--- src/rtl/line_fetch_arbiter.sv ---
module line_fetch_arbiter #(
  parameter int AW    = 17,
  parameter int DW    = 8,
  parameter int DEPTH = 256,
  parameter int IW    = 9
) (
  input  logic                       clk,
  input  logic                       rst_n,
  input  logic                       line_go,
  input  logic [AW-1:0]              frame_base,
  input  logic [IW-1:0]              line_idx,
  input  logic [$clog2(DEPTH):0]     line_len,
  output logic                       line_ready,
  input  logic [$clog2(DEPTH)-1:0]   rd_addr,
  output logic [DW-1:0]              rd_data,
  input  logic                       cpu_req,
  input  logic                       cpu_we,
  input  logic [AW-1:0]              cpu_addr,
  input  logic [DW-1:0]              cpu_wdata,
  output logic                       cpu_wait,
  output logic                       cpu_done,
  output logic [DW-1:0]              cpu_rdata,
  output logic [AW-1:0]              mem_addr,
  output logic [DW-1:0]              mem_dout,
  output logic                       mem_drive,
  input  logic [DW-1:0]              mem_din,
  output logic                       mem_we_n,
  output logic                       mem_oe_n
);
  localparam int CW = $clog2(DEPTH);
  localparam int LW = CW + 1;
  localparam int PW = IW + LW;

  typedef enum logic [1:0] {S_IDLE, S_CPU, S_BURST} st_t;

  st_t            state;
  logic           pend;
  logic [AW-1:0]  start_r;
  logic [LW-1:0]  len_r, cnt;
  logic           ca_we;
  logic [AW-1:0]  ca_addr;
  logic [DW-1:0]  ca_wdata;
  logic [DW-1:0]  lbuf [DEPTH];

  logic [PW-1:0]  prod;
  logic [AW-1:0]  start_calc;
  logic           len_ok, go_take, accept, last;

  assign prod       = PW'(line_idx) * PW'(line_len);
  assign start_calc = frame_base + AW'(prod);
  assign len_ok     = (line_len != '0) && (line_len <= LW'(DEPTH));
  assign go_take    = line_go && len_ok && !pend && (state != S_BURST);
  assign accept     = cpu_req && (state == S_IDLE) && !pend && !go_take;
  assign cpu_wait   = cpu_req && !accept;
  assign last       = (cnt == len_r - LW'(1));

  assign mem_drive = (state == S_CPU) && ca_we;
  assign mem_we_n  = !mem_drive;
  assign mem_oe_n  = !((state == S_BURST) || ((state == S_CPU) && !ca_we));
  assign mem_dout  = mem_drive ? ca_wdata : '0;
  assign mem_addr  = (state == S_BURST) ? start_r + AW'(cnt) :
                     (state == S_CPU)   ? ca_addr : '0;

  always_ff @(posedge clk or negedge rst_n) begin
    if (!rst_n) begin
      state      <= S_IDLE;
      pend       <= 1'b0;
      start_r    <= '0;
      len_r      <= '0;
      cnt        <= '0;
      ca_we      <= 1'b0;
      ca_addr    <= '0;
      ca_wdata   <= '0;
      cpu_done   <= 1'b0;
      cpu_rdata  <= '0;
      line_ready <= 1'b0;
    end else begin
      cpu_done <= (state == S_CPU);
      if (go_take) begin
        pend       <= 1'b1;
        start_r    <= start_calc;
        len_r      <= line_len;
        line_ready <= 1'b0;
      end
      case (state)
        S_IDLE:
          if (pend) begin
            state <= S_BURST;
            pend  <= 1'b0;
            cnt   <= '0;
          end else if (accept) begin
            state    <= S_CPU;
            ca_we    <= cpu_we;
            ca_addr  <= cpu_addr;
            ca_wdata <= cpu_wdata;
          end
        S_CPU: begin
          if (!ca_we) cpu_rdata <= mem_din;
          state <= S_IDLE;
        end
        S_BURST: begin
          cnt <= cnt + LW'(1);
          if (last) begin
            state      <= S_IDLE;
            line_ready <= 1'b1;
          end
        end
        default: state <= S_IDLE;
      endcase
    end
  end

  always_ff @(posedge clk) begin
    if (state == S_BURST) lbuf[cnt[CW-1:0]] <= mem_din;
    rd_data <= lbuf[rd_addr];
  end

  assert_strobe_excl_R6: assert property (@(posedge clk) disable iff (!rst_n)
    !(!mem_we_n && !mem_oe_n));
  assert_drive_write_R6: assert property (@(posedge clk) disable iff (!rst_n)
    mem_drive |-> (!mem_we_n && mem_oe_n));
  assert_burst_addr_R2: assert property (@(posedge clk) disable iff (!rst_n)
    (state == S_BURST && $past(state == S_BURST)) |-> mem_addr == AW'($past(mem_addr) + AW'(1)));
  assert_ready_rise_R3: assert property (@(posedge clk) disable iff (!rst_n)
    $rose(line_ready) |-> $past(state == S_BURST));
  assert_burst_blocks_cpu_R8: assert property (@(posedge clk) disable iff (!rst_n)
    (state == S_BURST && cpu_req) |-> cpu_wait);
  assert_cpu_first_R9: assert property (@(posedge clk) disable iff (!rst_n)
    (state == S_CPU) |=> (state == S_IDLE && cpu_done));
  assert_done_pulse_R11: assert property (@(posedge clk) disable iff (!rst_n)
    cpu_done |=> !cpu_done);
endmodule

--- config.mk ---
export PLATFORM = sky130hd
export DESIGN_NAME = line_fetch_arbiter
export DESIGN_NICKNAME = d
export VERILOG_FILES = /design/src/rtl/line_fetch_arbiter.sv
export SDC_FILE = /design/constraint.sdc
export NUM_CORES = 2
export LEC_CHECK = 0
export BUFFER_PORTS_ARGS = -buffer_cell sky130_fd_sc_hd__clkbuf_2
export CORE_MARGIN = 4
export CORE_UTILIZATION = 30
export DETAILED_ROUTE_END_ITERATION = 10
export SKIP_CTS_REPAIR_TIMING = 1
export SYNTH_ARGS = -nofsm -noshare
export SYNTH_HDL_FRONTEND = slang
export SYNTH_SLANG_ARGS = --single-unit
--- constraint.sdc ---
create_clock -name clk -period 5.25 [get_ports clk]
set_clock_uncertainty 0.05 [all_clocks]
set_input_delay 0.2625 -clock clk [delete_from_list [all_inputs] [get_ports clk]]
set_output_delay 0.2625 -clock clk [all_outputs]
set_load 0.02 [all_outputs]
---- Yosys cells after proc, flatten, opt, wreduce, memory -nomap -nowiden ----
Memory sizes are Yosys's and may differ from the RTL's. A register that Yosys moved wholly into a read port is not among the register bits.
Cells that the tools add are included.
cells by class
  add/subtract/negate cells ............... 4
  multiply operators ...................... 1
  order comparisons ....................... 1
  eq/ne operators ......................... 7
  muxes and demuxes ....................... 17
  bitwise logic cells ..................... 2
  reductions and logical operators ........ 24
operator list
  operator                                                               count
  17-bit two-way mux                                                     2
  9-bit case mux with 2 select lines                                     1
  17-bit adder                                                           1
  17-bit by 9-bit adder with 17-bit output                               1
  9-bit by 9-bit multiplier with 17-bit output                           1
  1-bit logical AND                                                      10
  9-bit by 1-bit adder with 9-bit output, second input constant          1
  9-bit equality test                                                    1
  9-bit <= comparator, second input constant                             1
  9-bit two-way mux                                                      1
  9-bit nonzero test                                                     1
  9-bit by 1-bit subtractor with 9-bit output, second input constant     1
  1-bit two-way mux                                                      8
  8-bit two-way mux                                                      1
  1-bit logical NOT                                                      6
  2-bit two-way mux                                                      3
  2-bit != test, second input constant                                   3
  2-bit AND reduction                                                    3
  2-bit case mux with 2 select lines                                     1
  3-bit != test, second input constant                                   1
  3-bit AND reduction                                                    1
  2-bit by 1-bit equality test with 1-bit output, second input constant  1
  2-bit equality test, second input constant                             1
  2-bit logical NOT                                                      1
  other kinds (3)                                                        4
word-level totals
  register bits after elaboration ......... 74
  bits in writable memories ............... 2048
  input port bits ......................... 81
  output and inout bits ................... 47
  word-level logic and storage cells ...... 68
  memories ................................ 1
memory list
  name  words  width  read ports  clocked after memory_dff  wr ports  line  source
  lbuf  256    8      1           1                         1         43    logic [DW-1:0] lbuf [DEPTH];

---- Depth between registers and ports, before layout ----
  depth in word-level cells ............... 10
  mapped depth ............................ 20
  mapped depth without buffers ............ 19

---- Worst setup path before layout ----
OpenSTA, ideal clock, no wires.
  path type ............................... in2reg
  start point ............................. input port line_len[0]
  end point ............................... register start_r[16]
  setup time .............................. 0.124 ns
  data arrival time ....................... 4.719 ns
  required time ........................... 5.076 ns
  slack ................................... 0.357 ns
  stages .................................. 20
  path buffers ............................ 1
  cells stage by stage .................... clkbuf_1 nand2_1 fa_1 inv_1 fa_1 inv_1 fa_1 inv_1 fa_1 inv_1 fa_1 inv_1 ha_1 a21oi_1 o211ai_1 nor3_1 a21oi_1 o211ai_1 and3_1 o31a_1
on the way
  cells in the longest elaborated chain, start to end .. 5
  elaborated cells between the ends (all ways) .. 8
  those cells by class .................... add/sub: 1; mul: 1; order compare: 1; reduce/logical: 5
RTL lines
  what                                                                                  line  source
  from (decl)                                                                           12    input logic [$clog2(DEPTH):0] line_len,
  branches (longest 5 deep; another with 9-bit by 9-bit multiplier with 17-bit output)  -
  to (signal assigned)                                                                  81    start_r <= start_calc;
  to (decl)                                                                             38    logic [AW-1:0] start_r;
Parallel ways; which one is timed is not known.
A chain may end at the register's enable or synchronous reset.

---- Worst setup path in the final report ----
  start point ............................. input port line_len[4]
  end point ............................... register start_r[16]
The elaborated chain is that of the path after synthesis.

==> flow_summary.ini <==
[cts]
clock_latency_ns = 0.88
clkSlewWorstSetupHoldPaths_ns = 0.07
cts_max_path_buffers = 4
h-tree-depth = 4
cts.sinks = 2130
cts_tree = yes
numCtsBuffers = 217
clock-root-buffer = clkbuf_16

[placement]
post-place-ws_ns = 0.0614
dpl_cell_area_um2 = 91300
hpwl_um = 132000
place.gp.congestion = 0.813
numPortBuffers = 127

[sta]
hold_ws_ns = 0.0227
rsz0062_at_grt = false
setup_viol = 0
max_freq_ghz = 0.205
worst_pin_slew_ns = 1.25
finalCriticalPeriod_ns = 4.87
drv_slew = 0
final.period_utilization_pct = 92.8
setup_tns_ns = 0
worst_slack_ns = 0.379
report.final.hold_viol_count = 0
slew_headroom_pct = 16.7

[finish]
mostFrequentLayoutCell = edfxtp_1
final_cell_mix = edfxtp_1 (2048), mux4_2 (456), nor2_1 (336), clkbuf_16 (218), nand2_1 (124)
fin_area_um2 = 98500
areaGrowthSynthToFinish_pct = 14.5
final_nets = 4835
ff_latch_area_um2 = 63500
multiInputGateArea_um2 = 20800
drive_gt1_share_pct = 22.5
fillers = 26400

[die]
die-area_um2 = 295000
die_h_um = 544
die_x_um = 544
start_util_pct = 30.2
core_area_um2 = 285000
pin_count = 128
rows = 196

[critical_path]
worstPathCellList = dlygate4sd3_1 -> clkbuf_2 -> and2_1 -> fa_1 -> fa_1 -> fa_1 -> fa_1 -> inv_1 -> fa_1 -> inv_1 -> ha_1 -> nand3_1 -> nor4_1 -> nor2_1 -> a21oi_1 -> o211ai_1 -> and3_1 -> o31a_1
critical_path_class = in2reg
path_buf_inv = 4
required_ns = 5.97
crit_top_cell = fa_1
crit_path_top_delay_cell = fa_1
cpPeakStageDelay_ns = 0.57
crit_family = adder cells
start_kind = input pin
critPathCaptureType = flop
cp.arrival_ns = 5.59
path_max_fanout = 11
reg2reg_slack_ns = 1.12

[grt]
grt_busiest_layer = met2
grt_max_degree = 154
antenna_found_initial = 11
first_global_vias = 44300
grt_overflow_total = 0
grt_use_total_pct = 14.4
grt_pass1_wl_um = 316000
use_met1_pct = 20.3
use_met2_pct = 22.6
met3_usage_pct = 3.01

[synth]
synth_area_per_cell_um2 = 19.7
ys_top_cells_by_area = edfxtp_1 (71%), mux4_2 (12%), dfrtp_1 (2.2%), nor2_1 (1.5%), fa_1 (1.4%)
synth-edff-count = 2048
synth_top_cell_area_share_pct = 71.5
yosysWarnings = 0
synthCells = 4369
yosys.area.top_type = edfxtp_1
synth_seq_cells = 2130
synthArstFlopShare_pct = 3.47
synth.cell_area_um2 = 86000
synthesis.nets = 4569
synthFlopType = edfxtp_1
seq_area_frac_synth_pct = 73.8
synth_cell_type_count = 66

[power]
p_leak_nw = 31.4
vdd_drop_max_uv = 248
powerDensity_nw_per_um2 = 370

[route]
drc = 0
dr.pass1.iters = 5
wire_per_inst_um = 25.3
ant_nets = 0
route.final.wire_length_um = 217000
drt-vias-per-instance = 5.07
route.vias.total = 43500
drtIter0Drc = 4340

[job]
cap_violations = 0

[status]
status = complete, no violations

[hold_path]
hp-class = in2reg
==> report_power, final <==
part | internal [W] | switching (W) | total (W)
logic | 0.00121 | 0.00184 | 0.00305
registers | 0.0186 | 0.00000340 | 0.0186
clock network | 0.00835 | 0.00645 | 0.0148
total | 0.0282 | 0.00829 | 0.0365
==> cells in the mapped netlist (16+ instances only) <==
cell type	number
edfxtp_1	2048
mux4_2	456
nor2_1	338
nand2_1	124
clkbuf_1	114
o22ai_1	106
inv_1	101
mux2i_1	81
dfrtp_1	74
fa_1	62
and2_1	60
buf_2	60
ha_1	57
a21oi_1	51
mux2_2	46
a22oi_1	45
o21ai_0	44
nand3_1	43
a22o_1	40
a211oi_1	39
buf_4	27
mux4_1	26
a221oi_1	25
buf_6	24
xnor2_1	22
nor2b_1	20
xor2_1	19
and3_1	18
nor3_1	18
o211ai_1	16
o221ai_1	16
==> per-layer routing <==
| layer | up-vias | wire (µm) |
|---|---|---|
| li1 | 18300 | - |
| met4 | 6 | 6660 |
| met5 | - | 41 |
| met2 | 1737 | 101000 |
| met3 | 354 | 16800 |
| met1 | 23100 | 92600 |
==> area by class of cell <==
cell class | instances | share of cell area [%]
diodes | 5 | 0.0127
clock buffers | 264 | 5.71
clock inverters | 126 | 1.07
inverters | 102 | 0.389
multi-input cells | 1884 | 21.1
flip-flops and latches | 2130 | 64.5
well taps | 3762 | 4.78
repair buffers | 300 | 2.47
==> logic make-up after synthesis <==
logic type	count (synthesis)	synth area share, %
buffers and inverters	355	2.10
XOR/XNOR	41	0.417
adder cells (fa/ha/maj)	119	2.27
AO/OA/AOI/OAI	431	3.50
AND/OR/NAND/NOR	684	3.62
multiplexers	609	14.3
flip-flops	2130	73.8
==> stage by stage <==
| stage | instances | total power [W] | utilization (%) |
|---|---|---|---|
| 2_1_floorplan | 4369 | 0.0210 | - |
| 3_3_place_gp | 8130 | 0.0220 | 32.0 |
| 3_5_place_dp | 8130 | 0.0220 | 32.0 |
| 4_1_cts | 8520 | 0.0367 | 34.4 |
| 5_1_grt | 8569 | 0.0378 | 34.5 |
| 6_report | 8573 | 0.0365 | 34.5 |
==> state kept, by name, indices dropped and copies added (netlist names) <==
signal / flops
ca_we: 1
len_r: 9
pend: 1
cpu_rdata: 8
cpu_done: 1
line_ready: 1
ca_addr: 17
cnt: 9
ca_wdata: 8
state: 2
rd_data: 8
lbuf: 2048
start_r: 17
==> final timing paths <==
path / start / to / depth (start not counted)
min in group asynchronous: rst_n / ca_wdata[1]$_DFFE_PN0P_ / 2
max: line_len[4] / start_r[16]$_DFFE_PN0P_ / 18
max in group asynchronous: rst_n / len_r[6]$_DFFE_PN0P_ / 2
max reg2reg: state[1]$_DFFE_PN0P_ / lbuf[63][2]$_DFFE_PP_ / 4
min: mem_din[2] / lbuf[196][2]$_DFFE_PP_ / 1
min reg2reg: line_ready$_DFF_PN0_ / line_ready$_DFF_PN0_ / 2
==> worst register-to-register path, stage by stage (launching register included) <==
cell and delay (ns):
dfrtp_1 0.44, nor2b_2 0.81, buf_4 0.34, nand3_2 0.96
nor2_1 1.12
(Power assumes the default switching activity.)
